<file path="config.mk">
export PLATFORM = sky130hd
export DESIGN_NAME = jcc_codec
export DESIGN_NICKNAME = d
export VERILOG_FILES = /design/src/rtl/jcc_pkg.sv /design/src/rtl/jcc_tx_encoder.sv /design/src/rtl/jcc_rx_decoder.sv /design/src/rtl/jcc_slot_map.sv /design/src/rtl/jcc_codec.sv
export SDC_FILE = /design/constraint.sdc
export NUM_CORES = 1
export LEC_CHECK = 0
export ABC_AREA = 1
export BUFFER_PORTS_ARGS = -buffer_cell sky130_fd_sc_hd__buf_2
export CAP_MARGIN = 30
export CORE_UTILIZATION = 25
export DETAILED_ROUTE_END_ITERATION = 10
export HOLD_SLACK_MARGIN = 0.06
export PLACE_DENSITY = 0.62
export SYNTH_ARGS = -nofsm -noshare
export SYNTH_HDL_FRONTEND = slang
export SYNTH_SLANG_ARGS = --single-unit
</file>
<file path="constraint.sdc">
create_clock -name clk -period 0.8 [get_ports clk]
set_input_delay 0 -clock clk [delete_from_list [all_inputs] [get_ports clk]]
set_output_delay 0 -clock clk [all_outputs]
set_load 0.03 [all_outputs]
</file>
<file path="src/rtl/jcc_pkg.sv">
// Shared types for the justification command codec.
package jcc_pkg;

    typedef enum logic [1:0] {
        JC_NONE = 2'b00,
        JC_POS  = 2'b01,
        JC_NEG  = 2'b10
    } jc_cmd_t;

    // Map a raw decision code to a command; the unused code counts as none.
    function automatic jc_cmd_t jc_norm(input logic [1:0] code);
        case (code)
            2'b01:   return JC_POS;
            2'b10:   return JC_NEG;
            default: return JC_NONE;
        endcase
    endfunction

endpackage

</file>
<file path="src/rtl/jcc_tx_encoder.sv">
// Transmit side: samples a decision at the start of each two-frame pair,
// holds it for both frames and produces the per-frame control word and
// the slot-content flags. Assumes frame_tick is a single-cycle pulse.
module jcc_tx_encoder
    import jcc_pkg::*;
#(
    parameter int CW = 3
) (
    input  logic          clk,
    input  logic          rst_n,
    input  logic          frame_tick,
    input  logic [1:0]    tx_decision,
    output logic [CW-1:0] tx_word,
    output logic          tx_neg_data,
    output logic          tx_pos_dummy
);

    localparam logic [CW-1:0] ONES  = {CW{1'b1}};
    localparam logic [CW-1:0] ZEROS = {CW{1'b0}};

    logic    second_q; // 1: current frame is the second of a pair (or idle after reset)
    jc_cmd_t cmd_q;

    // Advance the pair phase on every frame and latch the decision at pair start.
    always_ff @(posedge clk) begin
        if (!rst_n) begin
            second_q <= 1'b1;
            cmd_q    <= JC_NONE;
        end else if (frame_tick) begin
            second_q <= ~second_q;
            if (second_q) cmd_q <= jc_norm(tx_decision);
        end
    end

    // Form the control word from the held command and pair phase.
    always_comb begin
        if (!second_q) tx_word = (cmd_q == JC_NEG) ? ZEROS : ONES;
        else           tx_word = (cmd_q == JC_POS) ? ONES  : ZEROS;
    end

    // Justification takes effect in the second frame of the pair.
    assign tx_neg_data  = second_q && (cmd_q == JC_NEG);
    assign tx_pos_dummy = second_q && (cmd_q == JC_POS);

    // Command must not change on the tick that opens the second frame.
    assert_pair_hold_R2: assert property (@(posedge clk) disable iff (!rst_n)
        (frame_tick && !second_q) |=> (cmd_q == $past(cmd_q)));

    // The first-frame word reflects the decision sampled at pair start.
    assert_first_word_R1: assert property (@(posedge clk) disable iff (!rst_n)
        (frame_tick && second_q) |=>
        (tx_word == ((jc_norm($past(tx_decision)) == JC_NEG) ? ZEROS : ONES)));

    // Only one slot can be altered in a frame.
    assert_flag_excl_R3: assert property (@(posedge clk) disable iff (!rst_n)
        !(tx_neg_data && tx_pos_dummy));

endmodule

</file>
<file path="src/rtl/jcc_rx_decoder.sv">
// Receive side: majority-votes each control word, pairs the votes of two
// frames and decodes the command. Assumes the frame aligner marks which
// strobed word opens a pair.
module jcc_rx_decoder
    import jcc_pkg::*;
#(
    parameter int CW = 3
) (
    input  logic          clk,
    input  logic          rst_n,
    input  logic          rx_strobe,
    input  logic          rx_first,
    input  logic [CW-1:0] rx_word,
    output logic [1:0]    rx_cmd,
    output logic          rx_neg_data,
    output logic          rx_pos_drop,
    output logic          rx_err
);

    localparam int CNT_W = $clog2(CW + 1);
    localparam int HALF  = CW / 2;

    logic [CNT_W-1:0] ones_cnt;
    logic             vote;
    logic             have_first_q;
    logic             first_vote_q;
    jc_cmd_t          cmd_q;
    logic             err_q;

    // Count ones in the received word for the majority vote.
    always_comb begin
        ones_cnt = '0;
        for (int i = 0; i < CW; i++) ones_cnt = ones_cnt + CNT_W'(rx_word[i]);
    end

    assign vote = (int'(ones_cnt) > HALF);

    // Store the first vote, then decode the pair on the second strobe.
    always_ff @(posedge clk) begin
        if (!rst_n) begin
            have_first_q <= 1'b0;
            first_vote_q <= 1'b0;
            cmd_q        <= JC_NONE;
            err_q        <= 1'b0;
        end else if (rx_strobe) begin
            if (rx_first) begin
                have_first_q <= 1'b1;
                first_vote_q <= vote;
                cmd_q        <= JC_NONE;
                err_q        <= 1'b0;
            end else begin
                have_first_q <= 1'b0;
                if (!have_first_q) begin
                    cmd_q <= JC_NONE;
                    err_q <= 1'b1;
                end else begin
                    case ({first_vote_q, vote})
                        2'b11:   begin cmd_q <= JC_POS;  err_q <= 1'b0; end
                        2'b00:   begin cmd_q <= JC_NEG;  err_q <= 1'b0; end
                        2'b10:   begin cmd_q <= JC_NONE; err_q <= 1'b0; end
                        default: begin cmd_q <= JC_NONE; err_q <= 1'b1; end
                    endcase
                end
            end
        end
    end

    assign rx_cmd      = cmd_q;
    assign rx_neg_data = (cmd_q == JC_NEG);
    assign rx_pos_drop = (cmd_q == JC_POS);
    assign rx_err      = err_q;

    // A first-frame strobe clears the previous result.
    assert_clear_R5: assert property (@(posedge clk) disable iff (!rst_n)
        (rx_strobe && rx_first) |=> (!rx_err && (rx_cmd == JC_NONE)));

    // Results hold between strobes.
    assert_hold_R5: assert property (@(posedge clk) disable iff (!rst_n)
        !rx_strobe |=> ($stable(rx_cmd) && $stable(rx_err)));

    // A second word without its first is flagged.
    assert_orphan_R7: assert property (@(posedge clk) disable iff (!rst_n)
        (rx_strobe && !rx_first && !have_first_q) |=> (rx_err && (rx_cmd == JC_NONE)));

endmodule

</file>
<file path="src/rtl/jcc_slot_map.sv">
// Locates one tributary's negative and positive justification slots in the
// fourth control set and says whether the current position carries data.
// Assumes set_bit counts 1 upward inside the set and is 0 elsewhere.
module jcc_slot_map #(
    parameter int TRIB = 1,
    parameter int SB_W = 4
) (
    input  logic            clk,
    input  logic            rst_n,
    input  logic [SB_W-1:0] set_bit,
    input  logic            neg_has_data,
    input  logic            pos_is_dummy,
    output logic            carries_data
);

    localparam logic [SB_W-1:0] NEG_BIT = SB_W'(4 + TRIB);
    localparam logic [SB_W-1:0] POS_BIT = SB_W'(8 + TRIB);

    // Select the slot content rule for the current set position.
    always_comb begin
        if (set_bit == NEG_BIT)      carries_data = neg_has_data;
        else if (set_bit == POS_BIT) carries_data = ~pos_is_dummy;
        else                         carries_data = 1'b0;
    end

    // Data is only ever taken at one of this tributary's two slots.
    assert_slot_only_R8: assert property (@(posedge clk) disable iff (!rst_n)
        carries_data |-> ((set_bit == NEG_BIT) || (set_bit == POS_BIT)));

endmodule

</file>
<file path="src/rtl/jcc_codec.sv">
// Top of the two-frame justification command codec for one tributary:
// transmit encoder, receive decoder and a slot map for each direction.
// Assumes TRIB lies in 1..4 and CW is odd.
module jcc_codec #(
    parameter int CW   = 3,
    parameter int TRIB = 1,
    parameter int SB_W = 4
) (
    input  logic            clk,
    input  logic            rst_n,
    input  logic            frame_tick,
    input  logic [1:0]      tx_decision,
    output logic [CW-1:0]   tx_word,
    output logic            tx_neg_data,
    output logic            tx_pos_dummy,
    input  logic [SB_W-1:0] tx_set_bit,
    output logic            tx_take_data,
    input  logic            rx_strobe,
    input  logic            rx_first,
    input  logic [CW-1:0]   rx_word,
    output logic [1:0]      rx_cmd,
    output logic            rx_neg_data,
    output logic            rx_pos_drop,
    output logic            rx_err,
    input  logic [SB_W-1:0] rx_set_bit,
    output logic            rx_keep_data
);

    jcc_tx_encoder #(.CW(CW)) u_tx (
        .clk          (clk),
        .rst_n        (rst_n),
        .frame_tick   (frame_tick),
        .tx_decision  (tx_decision),
        .tx_word      (tx_word),
        .tx_neg_data  (tx_neg_data),
        .tx_pos_dummy (tx_pos_dummy)
    );

    jcc_rx_decoder #(.CW(CW)) u_rx (
        .clk         (clk),
        .rst_n       (rst_n),
        .rx_strobe   (rx_strobe),
        .rx_first    (rx_first),
        .rx_word     (rx_word),
        .rx_cmd      (rx_cmd),
        .rx_neg_data (rx_neg_data),
        .rx_pos_drop (rx_pos_drop),
        .rx_err      (rx_err)
    );

    jcc_slot_map #(.TRIB(TRIB), .SB_W(SB_W)) u_tx_slots (
        .clk          (clk),
        .rst_n        (rst_n),
        .set_bit      (tx_set_bit),
        .neg_has_data (tx_neg_data),
        .pos_is_dummy (tx_pos_dummy),
        .carries_data (tx_take_data)
    );

    jcc_slot_map #(.TRIB(TRIB), .SB_W(SB_W)) u_rx_slots (
        .clk          (clk),
        .rst_n        (rst_n),
        .set_bit      (rx_set_bit),
        .neg_has_data (rx_neg_data),
        .pos_is_dummy (rx_pos_drop),
        .carries_data (rx_keep_data)
    );

endmodule

</file>
==> impl_metrics.yaml <==
clock_network:
  clock_sinks: 8
  cts_max_path_buffers: 2
  cts-root-buf: "clkbuf_4"
  path_clk_slew_ns: 0.06
  cts_tree: "done"
  htree_levels: 1
  numCtsBuffers: 3
  insertion_delay_ns: 0.26
setup_path:
  worstPathCellList: "inv_4 > nor3_4 > nand2_2 > nand2_4 > buf_6"
  start_kind: "register"
  worstSetupPathType: "register to output pin"
  slowest_stage: "dfxtp_2"
  timing.critical_path.buf_inv: 2
  critPathMaxStageDelay_ns: 0.35
  crit_family: "flip-flops"
  end_kind: "output pin"
  arrival_ns: 1.11
  cp.required_ns: 0.80
  crit_fanout: 3
timing:
  fin_crit_sh_pct: 138
  relSlewSlack_pct: 82.4
  drv_slew: 0
  hold_viol: 0
  fin_crit_ns: 1.11
  worst_slew_pin_slew_ns: 0.263
  holdWs_ns: 0.0782
  setup_ws_ns: -0.307
  clock_skew_ns: 0.00208
  grt_setup_unrepaired: "yes"
  setup_viol: 12
  max_freq_mhz: 904
die:
  initial_core_util_pct: 27.3
  die_w_um: 45.9
  chipHeight_um: 45.9
  rows: 15
  die_area_um2: 2110
  io_pins: 30
  core_um2: 1760
power_and_ir_drop:
  p_leak_nw: 0.464
  power_density_nw_per_um2: 1150
  vdd.ir_drop.worst_mv: 0.892
global_route:
  gr-total-overflow: 0
  grt_pass1_wl_mm: 2.07
  grt_max_degree: 7
  antenna_found_initial: 0
  grt_pass1_vias: 550
  grt_use_total_pct: 13.8
final_layout:
  final_util_pct: 53.1
  area_growth_pct: 94.5
  n_fill_cell: 194
  final_design_area_no_fill_um2: 937
  nNetsFinal: 140
  final_common_cell: "buf_2"
  most-common-layout-cells: "buf_2, inv_1, nand2_1"
  layout-drive-gt1-share_pct: 59.2
  diodes: 0
logic_synthesis:
  syn_area_um2: 482
  synth_warnings: 0
  syn_avg_cell_area_um2: 6.02
  synthCells: 80
  yosysSeqAreaShare_pct: 33.2
  synth_top_area_cell: "dfxtp_1"
  synth_nets: 99
  synth_top_area_share_pct: 33.2
  ys_ff_latch: 8
  synth_cell_type_count: 14
  synthTopCellsByArea: "dfxtp_1, nand2_1, inv_1, nor2_1, nand3_1"
drt:
  num_vias: 615
  drt-vias-per-instance: 4.24
  wl_mm: 1.24
  post_drt_wl_per_cell_um: 8.54
  drt-initial-drc-count: 2
  remaining_drc_errors: 0
  drt-pass1-iter-count: 3
  ant_nets: 0
run:
  drv_cap: 0
place:
  numPortBuffers: 29
  dpl_cell_area_um2: 724
  place_hpwl_um: 913
  gp_congestion: 0.804
  pre_cts_slack_ns: -0.0687
hold_path:
  hold_path_class: "input port to register"
status:
  violations: "negative setup slack"
  status: "finished, violations left"
==> final cells by class <==
cell class / count / area, um^2 / area share (%)
Timing Repair Buffer: 38 / 305 / 32.6
Tap cell: 25 / 31.3 / 3.34
Sequential cell: 8 / 175 / 18.7
Multi-Input combinational cell: 51 / 325 / 34.7
Clock buffer: 4 / 26.3 / 2.80
Inverter: 19 / 73.8 / 7.88
==> worst reg2reg max path: stages (launching register included) <==
cell and delay [ns]:
dfxtp_4 0.35, buf_12 0.12, buf_6 0.11, inv_2 0.04
nor2_2 0.02, nor2_1 0.08, nor2_1 0.04
==> cells in the mapped netlist <==
cell type and instances:
nand2_1 20, inv_1 19, nor2_1 12, dfxtp_1 8, nand3_1 5, a21oi_1 4
o21ai_0 4, buf_4 2, a21oi_2 1, ha_1 1, nand4_1 1, nor3_1 1
nor3_2 1, o21a_1 1
==> routing by layer <==
layer	wire [um]	track usage (%)
met1	483	14.7
met2	663	24.5
met3	57	2.38
met4	33	8.82
met5	0	0
==> path summary, 6_finish.rpt <==
check                                         end  slack [ns]            from  cells past startpoint
worst max-delay path                 tx_take_data       -0.31   u_tx.cmd_q[1]                      5
worst min-delay path            u_rx.first_vote_q        0.08       rx_strobe                      3
worst max register to register     u_rx.rx_cmd[1]       -0.07  u_rx.rx_cmd[1]                      6
worst min register to register        u_rx.rx_err        0.47     u_rx.rx_err                      2
==> cell families (layout without fill, tap and decap cells) <==
family | count (synthesis) | in the layout | synth area share (%)
AOI/OAI and AO/OA | 10 | 10 | 11.7
adders and majority gates | 1 | 1 | 2.60
buffers and inverters | 21 | 61 | 17.9
DFF | 8 | 8 | 33.2
and+or+nand+nor | 40 | 40 | 34.5
==> power by group <==
part,switching (mW),total (mW),internal (mW)
Sequential,0.0209,0.434,0.414
Combinational,0.166,0.297,0.131
Clock,0.151,0.343,0.192
Total,0.338,1.07,0.736
==> registers in the layout (all words and copies together) (netlist names) <==
register / cells
u_rx.rx_err: 1
u_rx.first_vote_q: 1
u_rx.have_first_q: 1
u_tx.cmd_q: 2
u_tx.second_q: 1
u_rx.rx_cmd: 2
==> through the flow <==
stage | std cells | power, mW | TNS, ns
after floorplan | 80 | 0.607 | -0.475
final | 145 | 1.07 | -2.20
after detailed placement | 135 | 0.678 | -0.279
after global placement | 135 | 0.672 | -0.148
after global routing | 145 | 1.15 | -2.86
after CTS | 145 | 1.07 | -2.54
==> what timing repair did <==
action | in CTS | in global routing
resized for setup | 24 | 21
setup endpoints to repair | 12 | 19
pin swaps | 1 | 4
hold buffers | 5 | 0
endpoints found under the hold margin | 5 | 0
buffers inserted | 1 | 1
(Power assumes the default switching activity.)
